$ cat config.mk
export PLATFORM = sky130hd
export DESIGN_NAME = wash_sequencer
export DESIGN_NICKNAME = d
export VERILOG_FILES = /design/src/rtl/wash_seq_pkg.sv /design/src/rtl/wash_datapath.sv /design/src/rtl/wash_control.sv /design/src/rtl/wash_sequencer.sv
export SDC_FILE = /design/constraint.sdc
export NUM_CORES = 1
export LEC_CHECK = 0
export ABC_AREA = 0
export BUFFER_PORTS_ARGS = -buffer_cell sky130_fd_sc_hd__buf_4
export CAP_MARGIN = 20
export CORE_MARGIN = 1.5
export CORE_UTILIZATION = 61
export DETAILED_ROUTE_END_ITERATION = 8
export PLACE_DENSITY = 0.92
export SKIP_CTS_REPAIR_TIMING = 1
export SLEW_MARGIN = 40
export SYNTH_ARGS = -nofsm -noshare
export SYNTH_HDL_FRONTEND = slang
export SYNTH_HIERARCHICAL = 1
export SYNTH_SLANG_ARGS = --single-unit
$ cat constraint.sdc
create_clock -name clk -period 4.42 [get_ports clk]
set_input_delay 0.221 -clock clk [delete_from_list [all_inputs] [get_ports clk]]
set_output_delay 0.221 -clock clk [all_outputs]
set_load 0.02 [all_outputs]
$ cat src/rtl/wash_seq_pkg.sv
package wash_seq_pkg;

  typedef enum logic [2:0] {
    ST_IDLE,
    ST_FILL,
    ST_SOAK,
    ST_WASH,
    ST_DRAIN,
    ST_SPIN,
    ST_BUZZ,
    ST_HALT
  } phase_e;

  // Strobes from control to datapath
  typedef struct packed {
    logic   latchSel;
    logic   load;
    phase_e loadPhase;
    logic   run;
    logic   clear;
    logic   drainLimit;
  } ctl_t;

  function automatic logic [7:0] toBcd(input int v);
    logic [3:0] hi;
    logic [3:0] lo;
    hi = 4'(v / 10);
    lo = 4'(v % 10);
    return {hi, lo};
  endfunction

endpackage

$ cat src/rtl/wash_datapath.sv
module wash_datapath
  import wash_seq_pkg::*;
#(
  parameter int HEAVY_SHORT = 12,
  parameter int HEAVY_LONG  = 90,
  parameter int MED_SHORT   = 6,
  parameter int MED_LONG    = 60,
  parameter int LIGHT_SHORT = 6,
  parameter int LIGHT_LONG  = 30,
  parameter int BUZZ_TICKS  = 20,
  parameter int FILL_LIMIT  = 8,
  parameter int DRAIN_LIMIT = 8,
  parameter int BOTH_LEN    = 10,
  parameter int REV1_LEN    = 3,
  parameter int REV2_LEN    = 10,
  parameter int IDLE_LEN    = 3
) (
  input  logic       clk,
  input  logic       rst,
  input  logic       tick,
  input  ctl_t       ctl,
  input  logic [2:0] loadSel,
  input  logic       sensorNow,
  output logic [3:0] timerHi,
  output logic [3:0] timerLo,
  output logic       timerBusy,
  output logic       guardHit,
  output logic       seenFlag,
  output logic       patA,
  output logic       patB
);

  localparam logic [7:0] HEAVY_SHORT_B = toBcd(HEAVY_SHORT);
  localparam logic [7:0] HEAVY_LONG_B  = toBcd(HEAVY_LONG);
  localparam logic [7:0] MED_SHORT_B   = toBcd(MED_SHORT);
  localparam logic [7:0] MED_LONG_B    = toBcd(MED_LONG);
  localparam logic [7:0] LIGHT_SHORT_B = toBcd(LIGHT_SHORT);
  localparam logic [7:0] LIGHT_LONG_B  = toBcd(LIGHT_LONG);
  localparam logic [7:0] BUZZ_B        = toBcd(BUZZ_TICKS);

  localparam int GUARD_MAX = (FILL_LIMIT > DRAIN_LIMIT) ? FILL_LIMIT : DRAIN_LIMIT;
  localparam int GUARD_W   = $clog2(GUARD_MAX + 1);
  localparam int PAT_LEN   = BOTH_LEN + REV1_LEN + REV2_LEN + IDLE_LEN;
  localparam int PAT_W     = $clog2(PAT_LEN);
  localparam logic [PAT_W-1:0] PAT_LAST  = PAT_W'(PAT_LEN - 1);
  localparam logic [PAT_W-1:0] EDGE_REV1 = PAT_W'(BOTH_LEN);
  localparam logic [PAT_W-1:0] EDGE_REV2 = PAT_W'(BOTH_LEN + REV1_LEN);
  localparam logic [PAT_W-1:0] EDGE_IDLE = PAT_W'(BOTH_LEN + REV1_LEN + REV2_LEN);

  logic [2:0]         selReg;
  logic [2:0]         selNow;
  logic [7:0]         shortVal;
  logic [7:0]         longVal;
  logic [7:0]         presetVal;
  logic [GUARD_W-1:0] guardCnt;
  logic [GUARD_W-1:0] limitSel;
  logic [PAT_W-1:0]   patIdx;
  logic               stepNow;

  // Load-size capture
  always_ff @(posedge clk) begin
    if (rst)               selReg <= 3'b000;
    else if (ctl.latchSel) selReg <= loadSel;
  end

  assign selNow = ctl.latchSel ? loadSel : selReg;

  // Preset selection
  always_comb begin
    shortVal = 8'h00;
    longVal  = 8'h00;
    case (selNow)
      3'b100: begin shortVal = HEAVY_SHORT_B; longVal = HEAVY_LONG_B; end
      3'b010: begin shortVal = MED_SHORT_B;   longVal = MED_LONG_B;   end
      3'b001: begin shortVal = LIGHT_SHORT_B; longVal = LIGHT_LONG_B; end
      default: ;
    endcase
    case (ctl.loadPhase)
      ST_FILL, ST_DRAIN:         presetVal = shortVal;
      ST_SOAK, ST_WASH, ST_SPIN: presetVal = longVal;
      ST_BUZZ:                   presetVal = BUZZ_B;
      default:                   presetVal = 8'h00;
    endcase
  end

  assign timerBusy = (timerHi != 4'd0) || (timerLo != 4'd0);
  assign stepNow   = ctl.run && timerBusy && tick;

  // Shared two-digit BCD down-counter
  always_ff @(posedge clk) begin
    if (rst || ctl.clear) begin
      timerHi <= 4'd0;
      timerLo <= 4'd0;
    end else if (ctl.load) begin
      timerHi <= presetVal[7:4];
      timerLo <= presetVal[3:0];
    end else if (stepNow) begin
      if (timerLo == 4'd0) begin
        timerLo <= 4'd9;
        timerHi <= timerHi - 4'd1;
      end else begin
        timerLo <= timerLo - 4'd1;
      end
    end
  end

  // Sensor supervision: elapsed ticks and sticky sensor-seen flag
  assign limitSel = ctl.drainLimit ? GUARD_W'(DRAIN_LIMIT) : GUARD_W'(FILL_LIMIT);
  assign guardHit = (guardCnt == (limitSel - GUARD_W'(1)));

  always_ff @(posedge clk) begin
    if (rst || ctl.clear || ctl.load) begin
      guardCnt <= '0;
      seenFlag <= 1'b0;
    end else if (ctl.run && timerBusy) begin
      if (sensorNow) seenFlag <= 1'b1;
      if (tick && (guardCnt != limitSel)) guardCnt <= guardCnt + GUARD_W'(1);
    end
  end

  // Motor reversal pattern step counter
  always_ff @(posedge clk) begin
    if (rst || ctl.clear || ctl.load) patIdx <= '0;
    else if (stepNow)                 patIdx <= (patIdx == PAT_LAST) ? '0 : patIdx + PAT_W'(1);
  end

  assign patA = (patIdx < EDGE_REV1) || ((patIdx >= EDGE_REV2) && (patIdx < EDGE_IDLE));
  assign patB = (patIdx < EDGE_REV2);

endmodule

$ cat src/rtl/wash_control.sv
module wash_control
  import wash_seq_pkg::*;
(
  input  logic clk,
  input  logic rst,
  input  logic tick,
  input  logic start,
  input  logic alarmIn,
  input  logic waterLow,
  input  logic levelOk,
  input  logic tankEmpty,
  input  logic drumStrike,
  input  logic timerBusy,
  input  logic guardHit,
  input  logic seenFlag,
  input  logic patA,
  input  logic patB,
  output ctl_t ctl,
  output logic sensorNow,
  output logic fillValve,
  output logic drainValve,
  output logic motorA,
  output logic motorB,
  output logic spinDrive,
  output logic buzzer,
  output logic powerOff
);

  phase_e state;
  phase_e stateNext;
  logic   powerOffQ;
  logic   finishCycle;
  logic   phaseLive;
  logic   timeoutFault;
  logic   lowWaterFault;
  logic   strikeFault;
  logic   anyFault;

  assign sensorNow = (state == ST_DRAIN) ? tankEmpty : levelOk;

  assign timeoutFault  = ((state == ST_FILL) || (state == ST_DRAIN)) && timerBusy && tick &&
                         guardHit && !seenFlag && !sensorNow;
  assign lowWaterFault = ((state == ST_SOAK) || (state == ST_WASH)) && timerBusy && waterLow;
  assign strikeFault   = (state == ST_SPIN) && timerBusy && drumStrike;
  assign anyFault      = alarmIn || timeoutFault || lowWaterFault || strikeFault;

  always_comb begin
    ctl            = '0;
    ctl.loadPhase  = ST_IDLE;
    ctl.run        = (state != ST_IDLE) && (state != ST_HALT);
    ctl.drainLimit = (state == ST_DRAIN);
    stateNext      = state;
    finishCycle    = 1'b0;
    if (powerOffQ) begin
      stateNext = ST_HALT;
    end else if (anyFault) begin
      stateNext = ST_HALT;
      ctl.clear = 1'b1;
    end else begin
      case (state)
        ST_IDLE: begin
          if (start) begin
            ctl.latchSel  = 1'b1;
            ctl.load      = 1'b1;
            ctl.loadPhase = ST_FILL;
            stateNext     = ST_FILL;
          end
        end
        ST_BUZZ: begin
          if (!timerBusy) begin
            stateNext   = ST_HALT;
            ctl.clear   = 1'b1;
            finishCycle = 1'b1;
          end
        end
        ST_HALT: ;
        default: begin
          if (!timerBusy) begin
            stateNext     = phase_e'(state + 3'd1);
            ctl.load      = 1'b1;
            ctl.loadPhase = phase_e'(state + 3'd1);
          end
        end
      endcase
    end
  end

  always_ff @(posedge clk) begin
    if (rst) begin
      state     <= ST_IDLE;
      powerOffQ <= 1'b0;
    end else begin
      state     <= stateNext;
      powerOffQ <= powerOffQ || anyFault || finishCycle;
    end
  end

  assign phaseLive  = timerBusy && !powerOffQ;
  assign fillValve  = (state == ST_FILL)  && phaseLive;
  assign drainValve = (state == ST_DRAIN) && phaseLive;
  assign motorA     = (state == ST_WASH)  && phaseLive && patA;
  assign motorB     = (state == ST_WASH)  && phaseLive && patB;
  assign spinDrive  = (state == ST_SPIN)  && phaseLive;
  assign buzzer     = (state == ST_BUZZ)  && phaseLive;
  assign powerOff   = powerOffQ;

endmodule

$ cat src/rtl/wash_sequencer.sv
module wash_sequencer
  import wash_seq_pkg::*;
#(
  parameter int HEAVY_SHORT = 12,
  parameter int HEAVY_LONG  = 90,
  parameter int MED_SHORT   = 6,
  parameter int MED_LONG    = 60,
  parameter int LIGHT_SHORT = 6,
  parameter int LIGHT_LONG  = 30,
  parameter int BUZZ_TICKS  = 20,
  parameter int FILL_LIMIT  = 8,
  parameter int DRAIN_LIMIT = 8
) (
  input  logic       clk,
  input  logic       rst,
  input  logic       tick,
  input  logic       start,
  input  logic [2:0] loadSel,
  input  logic       levelOk,
  input  logic       tankEmpty,
  input  logic       waterLow,
  input  logic       drumStrike,
  input  logic       alarmIn,
  output logic       fillValve,
  output logic       drainValve,
  output logic       motorA,
  output logic       motorB,
  output logic       spinDrive,
  output logic       buzzer,
  output logic       powerOff,
  output logic [3:0] digitHi,
  output logic [3:0] digitLo
);

  ctl_t ctl;
  logic sensorNow;
  logic timerBusy;
  logic guardHit;
  logic seenFlag;
  logic patA;
  logic patB;

  wash_control u_ctrl (
    .clk        (clk),
    .rst        (rst),
    .tick       (tick),
    .start      (start),
    .alarmIn    (alarmIn),
    .waterLow   (waterLow),
    .levelOk    (levelOk),
    .tankEmpty  (tankEmpty),
    .drumStrike (drumStrike),
    .timerBusy  (timerBusy),
    .guardHit   (guardHit),
    .seenFlag   (seenFlag),
    .patA       (patA),
    .patB       (patB),
    .ctl        (ctl),
    .sensorNow  (sensorNow),
    .fillValve  (fillValve),
    .drainValve (drainValve),
    .motorA     (motorA),
    .motorB     (motorB),
    .spinDrive  (spinDrive),
    .buzzer     (buzzer),
    .powerOff   (powerOff)
  );

  wash_datapath #(
    .HEAVY_SHORT (HEAVY_SHORT),
    .HEAVY_LONG  (HEAVY_LONG),
    .MED_SHORT   (MED_SHORT),
    .MED_LONG    (MED_LONG),
    .LIGHT_SHORT (LIGHT_SHORT),
    .LIGHT_LONG  (LIGHT_LONG),
    .BUZZ_TICKS  (BUZZ_TICKS),
    .FILL_LIMIT  (FILL_LIMIT),
    .DRAIN_LIMIT (DRAIN_LIMIT)
  ) u_dp (
    .clk       (clk),
    .rst       (rst),
    .tick      (tick),
    .ctl       (ctl),
    .loadSel   (loadSel),
    .sensorNow (sensorNow),
    .timerHi   (digitHi),
    .timerLo   (digitLo),
    .timerBusy (timerBusy),
    .guardHit  (guardHit),
    .seenFlag  (seenFlag),
    .patA      (patA),
    .patB      (patB)
  );

endmodule

==> results.txt <==
TritonRoute pass-1 iters: 5
Static leakage: 0.863 nW
Routed WL: 4.14 mm
Crit start category: flop
Pin count of the biggest net entering global routing: 17
Cell Count, Final, Fillers Out: 284
Post-placement cell count: 280
Initial Util: 0.662
Clock root buffer: clkbuf_4
CTS sink count: 25
Layout cells sized above 1: 0.194
R2R Setup Slk: 880 ps
Vias: 1,784
First-pass GRT wire length: 6.98 mm
Final GP Congestion: 0.859
Final Util: 0.745
Vias per cell: 6.28
WHS Endpoint: u_ctrl/state[1]$_SDFFE_PP0P_
Number of global-route vias before repair: 1,593
Core ar.: 2830 µm²
Final layout net count: 278
Most frequent CP cell: o21ai_0
GRT Resource Usage Total: 0.258
CTS tree: yes
Maximum clock rate: 282 MHz
Crit path cell chain: inv_1 > ha_1 > o21ai_0 > nand3_2 > a211oi_4 > nor2b_1 > mux2_2 > o21ai_0 > a21o_1 > o2111a_1
Detailed Place HPWL: 3.17 mm
Clk_lat worst skew: 320 ps
Residual DRC count: 0
Top Ports: 27
Worst hold stages: 2
R2R depth: 10
Row count: 19
I/O Buffers: 26
Syn_nets: 251
Inserted Diodes: 0
Max-Cap Viols: 0
Antenna violations before repair: 0
TritonCTS Buffers: 3
Hold WC Path Type: in2reg
Status: complete, no violations
Clk slew on worst S/H paths: 140 ps
CP Max Fanout: 16
CP max stage delay: 680 ps
CTS HTree Levels: 1
Yosys warnings: 6
Endpoints failing setup: 0
Origin of the critical flop-to-flop path: u_ctrl/state[2]$_SDFFE_PP0P_
PD cells: 328 nW/µm²
Final Cycle Share: 0.801
Setup tns final: 0 ps
Min cycle time layout: 3540 ps
Die Area: 3410 µm²
Hold Crit Start: rst
Clk buf depth: 2
Synthesized area: 1870 µm²
Hold slack: 134 ps
Final hold vios: 0
Routed Antenna Nets: 0
Tightest Pin Transition: 753 ps
Max Transition Viols Final: 0
RSZ-0062 raised after global routing: no
WP data required: 4700 ps
CP arrival: 3820 ps
Iteration-0 DRC Markers: 111
Worst vdd ir: 0.000275 V
Crit end category: flop
Mapped Cells: 227
Syn avg cell area: 8.25 µm²
Overflow after GRT: 0
Slowest-stage cell, CP: dfxtp_1
DR WL/cell: 14.6 µm
Die X: 58.4 µm
Setup CP Type: reg2reg
Crit Reg-Reg Endpoint: u_dp/timerHi[0]$_SDFFE_PP0P_
Die Y: 58.4 µm
Clock Skews: 8.58 ps
Slew Limit Headroom: 0.497
P&R area growth vs syn: 12.6%
power by group:
part           switching, W  internal (W)  leakage [nW]  total, W
Combinational      0.000189      0.000130         0.642  0.000319
Sequential        0.0000259      0.000241         0.203  0.000267
Clock             0.0000720     0.0000339        0.0177  0.000106
Total              0.000287      0.000404         0.863  0.000691
per-stage QoR:
step | area [µm²] | setup WS (ps) | total power [W]
2_1_floorplan | 1870 | 1670 | 0.000508
3_3_place_gp | 2080 | 1120 | 0.000576
3_5_place_dp | 2080 | 956 | 0.000585
4_1_cts | 2110 | 910 | 0.000691
5_1_grt | 2110 | 621 | 0.000740
6_report | 2110 | 878 | 0.000691
metal layers:
| metal | share of wire | vias up | routed length, µm | GRT usage |
|---|---|---|---|---|
| met3 | 0.051 | 6 | 213 | 0.0462 |
| met2 | 0.47 | 70 | 1960 | 0.419 |
| met4 | 0.0070 | 0 | 29 | 0.0831 |
| li1 | - | 887 | - | - |
| met5 | 0 | - | 0 | 0 |
| met1 | 0.47 | 821 | 1940 | 0.349 |
cells in the final DEF, fill, tap and decap left out, drive strengths merged, types with 6 or more instances in the layout:
| master | instances |
|---|---|
| o21ai | 12 |
| a21o | 6 |
| and3 | 6 |
| dfxtp | 25 |
| buf | 26 |
| nor2 | 28 |
| inv | 12 |
| ha | 12 |
| nand3 | 15 |
| nor3 | 6 |
| xnor2 | 11 |
| a21oi | 16 |
| nand2 | 14 |
critical path: cells and delay by family (launching register included):
kind | cells | cell delay, ps
buffers and inverters | 1 | 170
DFF | 1 | 680
muxes | 1 | 440
AOI/OAI and AO/OA | 5 | 1120
adders and majority gates | 1 | 260
and+or+nand+nor | 2 | 820
worst max path at each step:
stage	from	to	slack, ps
after floorplan	u_ctrl/state[2]$_SDFFE_PP0P_	u_dp/timerHi[0]$_SDFFE_PP0P_	1670
after global placement	u_ctrl/state[2]$_SDFFE_PP0P_	u_dp/timerHi[0]$_SDFFE_PP0P_	1120
after detailed placement	u_ctrl/state[2]$_SDFFE_PP0P_	u_dp/timerHi[0]$_SDFFE_PP0P_	960
after CTS	u_ctrl/state[2]$_SDFFE_PP0P_	u_dp/timerHi[0]$_SDFFE_PP0P_	910
after global routing	u_ctrl/state[2]$_SDFFE_PP0P_	u_dp/timerHi[0]$_SDFFE_PP0P_	620
final	u_ctrl/state[2]$_SDFFE_PP0P_	u_dp/timerHi[0]$_SDFFE_PP0P_	880
sequential cells by signal, summed over array words and instances (netlist names):
signal           flops
u_dp/seenFlag        1
u_ctrl/powerOff      1
u_ctrl/state         3
u_dp/guardCnt        4
u_dp/patIdx          5
u_dp/timerLo         4
u_dp/selReg          3
u_dp/timerHi         4
final cells by class:
cell class | count | area (µm²)
Clock buffer | 3 | 22.5
Clock inverter | 1 | 5.00
Fill cell | 235 | 721
Inverter | 12 | 45.0
Multi-Input combinational cell | 186 | 1300
Sequential cell | 25 | 500
Tap cell | 31 | 38.8
Timing Repair Buffer | 26 | 195
Note: power is estimated with default switching activity, not from simulation.
